[config.mk]
export PLATFORM = sky130hd
export DESIGN_NAME = ta_guard
export DESIGN_NICKNAME = d
export VERILOG_FILES = /design/src/rtl/ta_pkg.sv /design/src/rtl/ta_key_decode.sv /design/src/rtl/ta_cycle_timer.sv /design/src/rtl/ta_sequencer.sv /design/src/rtl/ta_guard.sv
export SDC_FILE = /design/constraint.sdc
export NUM_CORES = 1
export LEC_CHECK = 0
export BUFFER_PORTS_ARGS = -buffer_cell sky130_fd_sc_hd__buf_2
export CAP_MARGIN = 20
export CORE_AREA = 4 4 41 43
export CTS_CLUSTER_DIAMETER = 80
export CTS_CLUSTER_SIZE = 8
export DETAILED_ROUTE_END_ITERATION = 10
export DIE_AREA = 0 0 45 47
export SLEW_MARGIN = 0
export SYNTH_ARGS = -nofsm -noshare
export SYNTH_HDL_FRONTEND = slang
export SYNTH_HIERARCHICAL = 1
export SYNTH_SLANG_ARGS = --single-unit
[constraint.sdc]
create_clock -name clk -period 1.4 [get_ports clk]
set_input_delay 0.07 -clock clk [delete_from_list [all_inputs] [get_ports clk]]
set_output_delay 0.07 -clock clk [all_outputs]
set_load 0.05 [all_outputs]
[src/rtl/ta_pkg.sv]
// Package ta_pkg
// Shared types of the timed-access guard: the sequencer state encoding.
// Assumes nothing beyond a two-bit state being sufficient.
package ta_pkg;
    typedef enum logic [1:0] {
        S_IDLE  = 2'd0,
        S_ARMED = 2'd1,
        S_OPEN  = 2'd2
    } ta_state_t;
endpackage

[src/rtl/ta_key_decode.sv]
// Module ta_key_decode
// Recognises a bus write aimed at the key register and classifies its data
// as first key byte, second key byte or neither.
// Assumes one write per clock while wr_en is high.
module ta_key_decode #(
    parameter int ADDR_W   = 8,
    parameter int DATA_W   = 8,
    parameter logic [ADDR_W-1:0] KEY_ADDR = 8'hC7,
    parameter logic [DATA_W-1:0] KEY_FIRST  = 8'hAA,
    parameter logic [DATA_W-1:0] KEY_SECOND = 8'h55
) (
    input  logic              wr_en,
    input  logic [ADDR_W-1:0] wr_addr,
    input  logic [DATA_W-1:0] wr_data,
    output logic              key_wr,
    output logic              is_first,
    output logic              is_second
);
    // Address match qualified by the strobe, data compares per key byte.
    always_comb begin
        key_wr    = wr_en && (wr_addr == KEY_ADDR);
        is_first  = (wr_data == KEY_FIRST);
        is_second = (wr_data == KEY_SECOND);
    end
endmodule

[src/rtl/ta_cycle_timer.sv]
// Module ta_cycle_timer
// Counts machine-cycle ticks from a restart. It flags expiry on the tick
// that reaches the programmed limit (limit_m1 is the limit minus one).
// Assumes restart is asserted whenever the limit selection changes.
module ta_cycle_timer #(
    parameter int CNT_W = 2
) (
    input  logic             clk,
    input  logic             rst_n,
    input  logic             restart,
    input  logic             tick,
    input  logic [CNT_W-1:0] limit_m1,
    output logic             expire
);
    logic [CNT_W-1:0] cnt;

    // Expiry is flagged combinationally on the last counted tick.
    always_comb expire = tick && (cnt == limit_m1);

    // Counter: cleared on reset or restart, advanced on each live tick.
    always_ff @(posedge clk) begin
        if (!rst_n || restart)
            cnt <= '0;
        else if (tick && !expire)
            cnt <= cnt + 1'b1;
    end

    // deadlines: the count never passes the selected limit.
    a_r7_cnt_bounded: assert property (@(posedge clk) disable iff (!rst_n)
        cnt <= limit_m1);
endmodule

[src/rtl/ta_sequencer.sv]
// Module ta_sequencer
// Three-state unlock machine (idle, armed, open). It owns a shared tick
// timer whose limit follows the state, and it drives the protected-write
// qualifier. A key write takes precedence over a tick in the same cycle.
// Assumes the key decode and protected select are valid only with wr_en.
module ta_sequencer #(
    parameter int GAP_CYC = 3,
    parameter int WIN_CYC = 3
) (
    input  logic clk,
    input  logic rst_n,
    input  logic cyc_tick,
    input  logic wr_en,
    input  logic prot_sel,
    input  logic key_wr,
    input  logic is_first,
    input  logic is_second,
    output logic prot_wr_ok,
    output logic win_open
);
    import ta_pkg::*;

    localparam int MAX_CYC = (GAP_CYC > WIN_CYC) ? GAP_CYC : WIN_CYC;
    localparam int CNT_W   = (MAX_CYC > 1) ? $clog2(MAX_CYC) : 1;
    localparam logic [CNT_W-1:0] GAP_M1 = CNT_W'(GAP_CYC - 1);
    localparam logic [CNT_W-1:0] WIN_M1 = CNT_W'(WIN_CYC - 1);

    ta_state_t        state, state_nx;
    logic             expire;
    logic             restart;
    logic [CNT_W-1:0] limit_m1;
    logic             prot_acc;

    // A protected write is accepted only while the window is open.
    always_comb begin
        prot_acc   = wr_en && prot_sel && (state == S_OPEN);
        prot_wr_ok = prot_acc;
        win_open   = (state == S_OPEN);
    end

    // Timer limit follows the phase: window length when open, else key gap.
    always_comb limit_m1 = (state == S_OPEN) ? WIN_M1 : GAP_M1;

    // Next-state decision; key writes outrank ticks and accepted writes.
    always_comb begin
        state_nx = state;
        unique case (state)
            S_IDLE: begin
                if (key_wr && is_first)
                    state_nx = S_ARMED;
            end
            S_ARMED: begin
                if (key_wr)
                    state_nx = is_second ? S_OPEN : S_IDLE;
                else if (expire)
                    state_nx = S_IDLE;
            end
            S_OPEN: begin
                if (key_wr)
                    state_nx = is_first ? S_ARMED : S_IDLE;
                else if (prot_acc || expire)
                    state_nx = S_IDLE;
            end
            default: state_nx = S_IDLE;
        endcase
    end

    // Every state change starts a fresh count for the new phase.
    always_comb restart = (state_nx != state);

    ta_cycle_timer #(.CNT_W(CNT_W)) u_timer (
        .clk      (clk),
        .rst_n    (rst_n),
        .restart  (restart),
        .tick     (cyc_tick),
        .limit_m1 (limit_m1),
        .expire   (expire)
    );

    // State register with synchronous active-low reset.
    always_ff @(posedge clk) begin
        if (!rst_n)
            state <= S_IDLE;
        else
            state <= state_nx;
    end

    // the qualifier never appears without an open window.
    a_r5_ok_needs_open: assert property (@(posedge clk) disable iff (!rst_n)
        prot_wr_ok |-> win_open);
    // one accepted protected write closes the window.
    a_r6_close_after_accept: assert property (@(posedge clk) disable iff (!rst_n)
        prot_wr_ok |=> !win_open);
    // the window only opens from the armed state.
    a_r2_open_from_armed: assert property (@(posedge clk) disable iff (!rst_n)
        $rose(win_open) |-> $past(state == S_ARMED));
    // a wrong key byte while armed drops back to idle.
    a_r4_bad_key_idle: assert property (@(posedge clk) disable iff (!rst_n)
        (state == S_ARMED && key_wr && !is_second) |=> (state == S_IDLE));
endmodule

[src/rtl/ta_guard.sv]
// Module ta_guard
// Top of the timed-access unlock guard: key decode plus sequencer.
// Assumes a one-clock cyc_tick per machine cycle and single-clock writes.
module ta_guard #(
    parameter int ADDR_W  = 8,
    parameter int DATA_W  = 8,
    parameter logic [ADDR_W-1:0] KEY_ADDR   = 8'hC7,
    parameter logic [DATA_W-1:0] KEY_FIRST  = 8'hAA,
    parameter logic [DATA_W-1:0] KEY_SECOND = 8'h55,
    parameter int GAP_CYC = 3,
    parameter int WIN_CYC = 3
) (
    input  logic              clk,
    input  logic              rst_n,
    input  logic              cyc_tick,
    input  logic              wr_en,
    input  logic [ADDR_W-1:0] wr_addr,
    input  logic [DATA_W-1:0] wr_data,
    input  logic              prot_sel,
    output logic              prot_wr_ok,
    output logic              win_open
);
    logic key_wr, is_first, is_second;

    ta_key_decode #(
        .ADDR_W     (ADDR_W),
        .DATA_W     (DATA_W),
        .KEY_ADDR   (KEY_ADDR),
        .KEY_FIRST  (KEY_FIRST),
        .KEY_SECOND (KEY_SECOND)
    ) u_dec (
        .wr_en     (wr_en),
        .wr_addr   (wr_addr),
        .wr_data   (wr_data),
        .key_wr    (key_wr),
        .is_first  (is_first),
        .is_second (is_second)
    );

    ta_sequencer #(
        .GAP_CYC (GAP_CYC),
        .WIN_CYC (WIN_CYC)
    ) u_seq (
        .clk        (clk),
        .rst_n      (rst_n),
        .cyc_tick   (cyc_tick),
        .wr_en      (wr_en),
        .prot_sel   (prot_sel),
        .key_wr     (key_wr),
        .is_first   (is_first),
        .is_second  (is_second),
        .prot_wr_ok (prot_wr_ok),
        .win_open   (win_open)
    );
endmodule

-- Yosys cells after proc, flatten, opt, wreduce, memory -nomap -nowiden
Index checks and enable logic that the tools add are counted.
- register bits after elaboration: 4
- output and inout port bits: 2
- input port bits: 21
- reduce and logical (&&, ||, !) cells: 11
- eq/ne operators: 7
- muxes and demuxes: 8
- add/sub/neg operators: 1
- operator list (operator ; number):
    $eq 8x8->1 const B ; 2
    $mux 2 ; 6
    $eq 8x7->1 const B ; 1
    $logic_and 1x1->1 ; 6
    $pmux 2 s3 ; 1
    $eq 2x2->1 const B ; 2
    $add 2x1->2 const B ; 1
    $eq 2x1->1 const B ; 1
    $logic_not 1->1 ; 2
    $logic_not 2->1 ; 1
    $logic_or 1x1->1 ; 2
    $ne 2x2->1 ; 1
    $mux 1 ; 1

-- Depth between registers and ports, before layout
Gate-level depths: netlist of the first run.
- depth in word-level cells: 8
- mapped depth: 5
- mapped depth without buffers: 5

-- Cells and area by module
Netlist of the first run, hierarchy kept.
- modules (own cells, without submodules) (module ; area each (sq um) ; sequential area each (sq um) ; cells each ; instances):
    ta_cycle_timer ; 143.9 ; 40.0 ; 15 ; 1
    ta_sequencer ; 143.9 ; 40.0 ; 17 ; 1
    ta_key_decode ; 77.6 ; 0.0 ; 10 ; 1

-- Least setup slack after synthesis of the first run
Ideal clock, no wire load.
- path kind: reg2out
- start: register u_seq.state[1]
- end: output prot_wr_ok
- slack: -0.377 ns
- data required time: 1.330 ns
- stages on the path, launching flop included: 3
- arrival: 1.707 ns
- cells stage by stage: dfxtp_1 nor2b_1 and3_1
- word-level cells in the longest chain between the ends: 2
- ends and longest elaborated chain (element ; RTL line ; source):
    start: declaration ; ta_sequencer.sv:28 ; ta_state_t state, state_nx;
    start signal: assignment ; ta_sequencer.sv:85 ; state <= state_nx;
    $eq 2x2->1 ; - ;
    via win_open ; ta_guard.sv:21 ; output logic win_open
    $logic_and 1x1->1 ; ta_sequencer.sv:36 ; prot_acc = wr_en && prot_sel && (state == S_OPEN);
    end: declaration ; ta_guard.sv:20 ; output logic prot_wr_ok,
The timed path passes the listed nets, and every way through them passes these cells.

-- Worst setup path in the final report of the first run
- start: register u_seq.u_timer.cnt[1]
- end: register u_seq.state[0]
- word-level cells in the longest chain between the ends: 6
- elaborated cells on any way between the ends: 8
- ends and longest elaborated chain (element ; RTL line ; source):
    start: declaration ; ta_cycle_timer.sv:15 ; logic [CNT_W-1:0] cnt;
    start signal: assignment ; ta_cycle_timer.sv:25 ; cnt <= cnt + 1'b1;
    $eq 2x2->1 (*) ; ta_cycle_timer.sv:18 ; always_comb expire = tick && (cnt == limit_m1);
    $logic_and 1x1->1 (*) ; ta_cycle_timer.sv:18 ;
    via u_seq.expire ; ta_sequencer.sv:29 ; logic expire;
    $logic_or 1x1->1 ; ta_sequencer.sv:61 ; else if (prot_acc || expire)
    $mux 2 ; ta_sequencer.sv:61 ;
    $mux 2 ; ta_sequencer.sv:59 ; if (key_wr)
    $pmux 2 s3 (*) ; ta_sequencer.sv:47 ; unique case (state)
The timed path passes the listed nets; every way through them passes the cells marked *.
A chain may end at the register's enable or synchronous reset.

==> results of run 1 <==
[registers in the layout, indices dropped and copies added (netlist names)]
| signal | flops |
|---|---|
| u_seq/state | 2 |
| u_seq/u_timer/cnt | 2 |
[where the power goes]
group	internal (W)	switching [W]	leakage, nW
clock	0.0000960	0.0000493	0.0138
sequential	0.000120	0.00000403	0.0333
combinational	0.0000672	0.0000437	0.230
[layout make-up]
| class | instances | share of cell area [%] |
|---|---|---|
| Inverter | 1 | 0.596 |
| Sequential cell | 4 | 13.1 |
| Tap cell | 15 | 2.98 |
| Timing Repair Buffer | 27 | 23.9 |
| Multi-Input combinational cell | 42 | 55.9 |
| Clock buffer | 3 | 3.58 |
[per-layer routing]
layer  global-route usage, %  vias to the layer above  routed length [um]
li1                        -                      226                   -
met1                    9.55                      192                 378
met3                    3.45                        4                  58
met5                       0                        -                   0
met2                    16.1                       16                 498
met4                    8.77                        0                  21
[timing repair]
item                                   CTS  global route
gates resized for setup                  3             5
pin swaps                                3             5
endpoints found under the hold margin    0             0
setup buffers                            0             1
setup endpoints to repair                2             3
[per-stage QoR]
stage	total power, W	worst slack (ps)	instances	area, um2
finish	0.000380	75.0	92	629
global route	0.000404	-17.9	92	629
CTS	0.000375	23.7	91	604
detailed placement	0.000220	-29.1	88	564
global placement	0.000218	-6.40	88	564
floorplan	0.000171	30.5	47	405
[synth_stat cells (all sizes together) (2+ instances only)]
| master | n | share of area (%) |
|---|---|---|
| nor4 | 2 | 5.1 |
| a2111oi | 2 | 6.5 |
| and3 | 2 | 3.4 |
| nand2 | 3 | 3.1 |
| nand2b | 3 | 5.1 |
| conb | 2 | 2.1 |
| xnor2 | 2 | 6.9 |
| nor2 | 3 | 3.1 |
| nand4bb | 3 | 9.2 |
| dfxtp | 4 | 22 |
| nor3 | 2 | 2.7 |
[logic make-up (layout without fill, tap and decap cells)]
| group | after synthesis | count (layout) |
|---|---|---|
| AND/OR/NAND/NOR | 25 | 25 |
| AO/OA/AOI/OAI | 7 | 7 |
| flip-flops | 4 | 4 |
| other | 2 | 7 |
| XOR/XNOR | 2 | 2 |
| multiplexers | 1 | 1 |
| buffers and inverters | 1 | 31 |
[worst paths after layout]
path,to,slack (ps),cells past startpoint,startpoint
worst min register to register,u_seq/u_timer/cnt[1],550,2,u_seq/u_timer/cnt[1]
worst max-delay path,u_seq/state[0],70,4,u_seq/u_timer/cnt[1]
worst max register to register,u_seq/state[0],70,4,u_seq/u_timer/cnt[1]
worst min-delay path,u_seq/state[1],110,2,rst_n
==> impl_metrics.json, run 1 <==
{
  "status": "complete, no violations",
  "rows": 13,
  "p_leak_nw": 0.277,
  "period_share_pct": 94.6,
  "coreArea_um2": 1300,
  "cts-root-buf": "clkbuf_4",
  "grt_pass1_vias": 368,
  "numCtsBuffers": 3,
  "path_buf_inv": 0,
  "via_per_inst": 4.76,
  "hold_viol": 0,
  "synthArstFlopShare_pct": 0,
  "routed_wirelength_um": 957,
  "skew_ps": 4.82,
  "synth_adder_area_share_pct": 0,
  "synth-compound-area-share_pct": 16.4,
  "crit_chain": "xnor2_2 -> and3_4 -> or4b_1 -> a21boi_1",
  "crit_arrival_ps": 1490,
  "synth.distinct_cells": 28,
  "cts_max_level": 1,
  "grt_antenna_before_repair": 0,
  "die-area_um2": 2120,
  "critPathTopFamily": "simple AND/OR/NAND/NOR gates",
  "synthMuxAreaShare_pct": 2.74,
  "grt_pass1_wl_mm": 1.40,
  "vdd_drop_max_mv": 0.275,
  "fill_cells": 142,
  "avgSynthCellArea_um2": 8.70,
  "maxCapViolCount": 0,
  "ys_warn_count": 6,
  "holdCritPathClass": "in2reg",
  "grt_usage_pct": 9.72,
  "synth_edf_count": 0,
  "avgRoutedWirePerCell_um": 10.4,
  "io_buffers": 22,
  "final_common_cell": "buf_2",
  "layout_min_cycle_time_ps": 1330,
  "final_max_slew_viol_count": 0,
  "cts.clk_slew.worst_paths_ps": 40,
  "vias": 438,
  "drtIter0Drc": 14,
  "syn_area_um2": 365,
  "slowest_stage": "or4b_1",
  "drive_gt1_share_pct": 57.1,
  "clock-sinks": 4,
  "final_cell_mix": "buf_2 (21), conb_1 (7), buf_4 (5)",
  "power_density_nw_per_um2": 604,
  "synth_top_family_by_area": "simple AND/OR/NAND/NOR gates",
  "crit_type": "reg2reg",
  "fp.dieW_um": 45,
  "postRouteAntennaNets": 0,
  "grt-ovfl-total": 0,
  "multi_input_area_um2": 352,
  "finalHoldWorstSlack_ps": 112,
  "crit_required_ps": 1570,
  "setup_tns_ps": 0,
  "ys.flop_type": "dfxtp_1",
  "synth_xor_area_share_pct": 6.85,
  "area_growth_pct": 72.3,
  "postCtsHoldBufs": 0,
  "crit_fanout": 4,
  "ys_seq_area_share_pct": 21.9,
  "setup.worst_path.end_class": "flip-flop",
  "syn_inst": 42,
  "critPathMaxStageDelay_ps": 500,
  "fmax_ghz": 0.755,
  "fp.dieH_um": 47,
  "worstSetupStartpointType": "flip-flop",
  "initial_core_util_pct": 28.1,
  "layout.area.seq_um2": 82.6,
  "setup_viol": 0,
  "ys_seq_elements": 4,
  "grt_max_degree": 8,
  "boundaryPins": 23,
  "final_core_util_pct": 48.4,
  "drc_errors": 0,
  "grt_setup_unrepaired": "yes",
  "gp_congestion": 0.702,
  "layout.nets": 100,
  "cts_tree": "done",
  "yosys.area_share.simple_pct": 49.0,
  "clk_latency_ps": 240,
  "drt_first_pass_iters": 4,
  "clock_path_buffers": 2,
  "n_antenna_cell": 0
}
Power figures use the tool's default switching activity.
==> inputs of run 2 (changes only) <==
ABC_AREA = 1   (was default)
==> impl_metrics.json, run 2 <==
{
  "via_per_inst": 4.21,
  "grt-ovfl-total": 0,
  "fmax_ghz": 0.754,
  "crit_arrival_ps": 1500,
  "clock-sinks": 4,
  "reg.largest.list": "u_seq/state x2, u_seq/u_timer/cnt x2",
  "worstSetupStartpointType": "flip-flop",
  "cts_max_level": 1,
  "final_common_cell": "buf_2",
  "synth.distinct_cells": 16,
  "crit_required_ps": 1570,
  "power_density_nw_per_um2": 577,
  "fp.dieH_um": 47,
  "drt_first_pass_iters": 4,
  "cts-root-buf": "clkbuf_4",
  "coreArea_um2": 1300,
  "avgSynthCellArea_um2": 5.28,
  "syn_inst": 74,
  "io_buffers": 22,
  "ys_seq_elements": 4,
  "area_growth_pct": 58.0,
  "layout_min_cycle_time_ps": 1330,
  "drtIter0Drc": 6,
  "grt_antenna_before_repair": 0,
  "postRouteAntennaNets": 0,
  "layout.nets": 129,
  "setup.worst_path.end_class": "flip-flop",
  "total_power_w": 0.000356,
  "avgRoutedWirePerCell_um": 8.15,
  "clock_path_buffers": 2,
  "boundaryPins": 23,
  "period_share_pct": 94.8,
  "vdd_drop_max_mv": 0.346,
  "vias": 509,
  "n_antenna_cell": 0,
  "finalHoldWorstSlack_ps": 44.9,
  "final_max_slew_viol_count": 0,
  "postCtsHoldBufs": 0,
  "fp.dieW_um": 45,
  "cts.clk_slew.worst_paths_ps": 40,
  "synthTopCellsByArea": "dfxtp_1 (21%), nand2_1 (20%), nor2_1 (13%)",
  "final_cell_mix": "buf_2 (22), nand2_1 (18), inv_1 (11)",
  "ys_seq_area_share_pct": 20.5,
  "setup_viol": 0,
  "gp_congestion": 0.688,
  "synth_area_leader_cell": "dfxtp_1",
  "multi_input_area_um2": 294,
  "ys.flop_type": "dfxtp_1",
  "drive_gt1_share_pct": 45.3,
  "layout.area.seq_um2": 81.3,
  "hpwl_um": 835,
  "synth.most_common_cell": "nand2_1",
  "synth_edf_count": 0,
  "synthArstFlopShare_pct": 0,
  "routed_wirelength_um": 986,
  "drc_errors": 0,
  "grt_pass1_vias": 456,
  "fill_cells": 150,
  "holdCritPathClass": "in2reg",
  "synth_top_area_share_pct": 20.5,
  "die-area_um2": 2120,
  "numCtsBuffers": 3,
  "rows": 13,
  "ys_warn_count": 6,
  "initial_core_util_pct": 30.0,
  "grt_max_degree": 6,
  "skew_ps": 1.72,
  "r2r_slack_ps": 70,
  "crit_type": "reg2reg",
  "maxCapViolCount": 0,
  "synthTopCellsByCount": "nand2_1 (21), nor2_1 (13), inv_1 (12)",
  "cts_tree": "done",
  "status": "complete, no violations",
  "hold_viol": 0,
  "grt_usage_pct": 10.3,
  "syn_area_um2": 390,
  "grt_pass1_wl_mm": 1.61,
  "p_leak_nw": 0.354,
  "clk_latency_ps": 230,
  "crit_fanout": 4,
  "grt_setup_unrepaired": "yes"
}
## run 2: stage by stage
step / setup TNS [ps] / std cells / util, % / setup slack (ps) / area [um2]
final: 0 / 121 / 47.4 / 72.9 / 617
after global routing: -108 / 121 / 47.4 / -66.3 / 617
after CTS: 0 / 120 / 45.4 / 20.8 / 591
after detailed placement: -3.94 / 117 / 43.6 / -3.94 / 567
after global placement: 0 / 117 / 43.6 / 30.4 / 567
after floorplan: 0 / 76 / - / 85.9 / 408
## run 2: final timing paths
kind | startpoint | endpoint | cells after the start
setup / recovery | u_seq/u_timer/cnt[0] | u_seq/u_timer/cnt[1] | 12
hold / removal | rst_n | u_seq/state[0] | 3
setup reg to reg | u_seq/u_timer/cnt[0] | u_seq/u_timer/cnt[1] | 12
hold reg to reg | u_seq/u_timer/cnt[0] | u_seq/u_timer/cnt[0] | 2
## run 2: cell families after synthesis
group | synth area share (%)
compound gates | 6.73
flops | 20.5
other cells | 1.92
buf+inv | 13.5
simple gates | 57.4
## run 2: layer usage
metal / vias to the layer above / GRT usage, % / wire length [um]
li1: 287 / - / -
met1: 210 / 12.5 / 421
met2: 10 / 16.4 / 497
met3: 2 / 1.15 / 52
met4: 0 / 8.77 / 15
met5: - / 0 / 0
## run 2: final cells by class
| cell class | count | area share [%] |
|---|---|---|
| clock buffers | 3 | 3.65 |
| inverters | 14 | 8.52 |
| multi-input cells | 58 | 47.7 |
| flip-flops and latches | 4 | 13.2 |
| well taps | 15 | 3.04 |
| repair buffers | 27 | 23.9 |
## run 2: what timing repair did
item,CTS,global route
resized for setup,1,8
setup buffers,0,1
endpoints found under the setup margin,2,2
pin swaps,1,11
endpoints found under the hold margin,0,0
## run 2: critical path, stage by stage, from the launching register on
cell	delay, ps
dfxtp_2	350
inv_2	40
nand2_2	60
nand2_2	50
nand2_2	70
nor2_2	40
nor2_2	150
nand2_2	70
a21oi_2	130
nand2_1	70
nor2_2	90
nand2_1	60
nor2_1	90
## run 2: power by group
part	internal [W]	switching [W]
Clock	0.0000955	0.0000422
Sequential	0.000120	0.00000444
Combinational	0.0000486	0.0000447
Total	0.000264	0.0000913
==> inputs of run 3 (changes only) <==
CTS_BUF_LIST = sky130_fd_sc_hd__clkbuf_2   (was default)
TNS_END_PERCENT = 5   (was default)
==> impl_metrics.json, run 3 (synthesis results as in run 2) <==
{
  "slowest_stage": "dfxtp_2",
  "worst_r2r_path_depth": 12,
  "holdCritPathClass": "in2reg",
  "r2r_slack_ps": 140,
  "final_area_um2": 579,
  "postRouteAntennaNets": 0,
  "coreArea_um2": 1300,
  "wl_met3_um": 37,
  "fp.dieH_um": 47,
  "final_common_cell": "buf_2",
  "hpwl_um": 806,
  "setup.worst_path.end_class": "flip-flop",
  "timing.critical_path.from": "u_seq/u_timer/cnt[0]",
  "crit_required_ps": 1530,
  "cts_setup_buffers": 0,
  "vdd_drop_max_mv": 0.273,
  "worstSetupStartpointType": "flip-flop",
  "vias": 503,
  "p_leak_nw": 0.342,
  "crit_type": "reg2reg",
  "die-area_um2": 2120,
  "final_cell_mix": "buf_2 (22), nand2_1 (21), inv_1 (11), nor2_1 (11), nand3_1 (6)",
  "clock-sinks": 4,
  "initial_core_util_pct": 30.0,
  "n_antenna_cell": 0,
  "fmax_ghz": 0.795,
  "area_growth_pct": 48.4,
  "routed_wirelength_um": 922,
  "clk_latency_ps": 200,
  "grt_pass1_wl_mm": 1.60,
  "fill_cells": 149,
  "crit_path_frequent_cell": "nand2_1",
  "grt_usage_pct": 9.95,
  "crit_chain": "inv_2 -> nand2_1 -> nand2_1 -> nand2_2 -> nor2_1 -> nor2_2 -> nand2_1 -> a21oi_2 -> nand2_1 -> nor2_2 -> nand2_1 -> nor2_1",
  "m1WireLength_um": 443,
  "via_per_inst": 4.23,
  "avgRoutedWirePerCell_um": 7.75,
  "layout.nets": 127,
  "met2_length_um": 441,
  "grt-ovfl-total": 0,
  "worstHoldStart": "rst_n",
  "cts.clk_slew.worst_paths_ps": 50,
  "cts_max_level": 1,
  "crit_arrival_ps": 1390,
  "status": "complete, no violations",
  "endpoint": "u_seq/u_timer/cnt[0]",
  "boundaryPins": 23,
  "setup_tns_ps": 0,
  "maxCapViolCount": 0,
  "skew_ps": 4.17,
  "io_buffers": 22,
  "drive_gt1_share_pct": 40.4,
  "drt_first_pass_iters": 4,
  "crit_fanout": 2,
  "grt_max_degree": 6,
  "grt_setup_unrepaired": "no",
  "clock_path_buffers": 2,
  "rr_startpoint": "u_seq/u_timer/cnt[0]",
  "setup_viol": 0,
  "rows": 13,
  "period_share_pct": 89.9,
  "postCtsResizedCells": 0,
  "layout_min_cycle_time_ps": 1260,
  "grt_antenna_before_repair": 0,
  "power_density_nw_per_um2": 540,
  "cts_tree": "done",
  "grt_pass1_vias": 431,
  "reg.largest.list": "u_seq/state x2, u_seq/u_timer/cnt x2",
  "drtIter0Drc": 14,
  "hold_viol": 0,
  "r2r_end": "u_seq/u_timer/cnt[0]",
  "critPathMaxStageDelay_ps": 330,
  "postCtsHoldBufs": 0,
  "gp_congestion": 0.749,
  "cts-root-buf": "clkbuf_2",
  "final_max_slew_viol_count": 0,
  "drc_errors": 0,
  "placed_cell_area_um2": 554,
  "fp.dieW_um": 45,
  "numCtsBuffers": 3,
  "top_layer_used": "met3"
}
## run 3: per-layer routing
| layer | global-route usage, % | up-vias |
|---|---|---|
| li1 | - | 282 |
| met1 | 12.3 | 215 |
| met2 | 16.9 | 6 |
| met3 | 1.15 | 0 |
| met4 | 5.26 | 0 |
| met5 | 0 | - |
## run 3: worst max-delay path: cells and delay by family (launching register included)
kind | cells | cell delay [ps]
flops | 1 | 330
compound gates | 1 | 120
simple gates | 10 | 710
buf+inv | 1 | 30
## run 3: power breakdown
part            total, W  leakage [nW]  internal [W]  switching, W
Clock           0.000101        0.0125     0.0000577     0.0000434
Combinational  0.0000892         0.297     0.0000469     0.0000422
Sequential      0.000123        0.0329      0.000120    0.00000279
## run 3: how the worst min path moves through the flow
stage,endpoint,slack [ps],depth (start not counted)
after floorplan,u_seq/state[0],170,2
after global placement,u_seq/state[0],280,3
after detailed placement,u_seq/state[0],280,3
after CTS,u_seq/state[0],70,3
after global routing,u_seq/state[0],120,3
final,u_seq/state[0],80,3
## run 3: final cells by class
cell class                      instances  area, um2  share of cell area (%)
Clock buffer                            3       15.0                    2.59
Inverter                               14       52.6                    9.07
Multi-Input combinational cell         58        279                    48.2
Sequential cell                         4       81.3                    14.0
Tap cell                               15       18.8                    3.24
Timing Repair Buffer                   25        133                    22.9
## run 3: through the flow
| step | utilization (%) | std cells | power [W] | hold slack [ps] | setup slack, ps |
|---|---|---|---|---|---|
| finish | 44.5 | 119 | 0.000313 | 82.7 | 142 |
| global route | 44.5 | 119 | 0.000336 | 124 | 5.17 |
| CTS | 43.8 | 119 | 0.000317 | 70.3 | 0.428 |
| detailed placement | 42.6 | 116 | 0.000212 | 284 | 18.2 |
| global placement | 42.6 | 116 | 0.000210 | 282 | 31.3 |
| floorplan | - | 76 | 0.000165 | 168 | -90.5 |
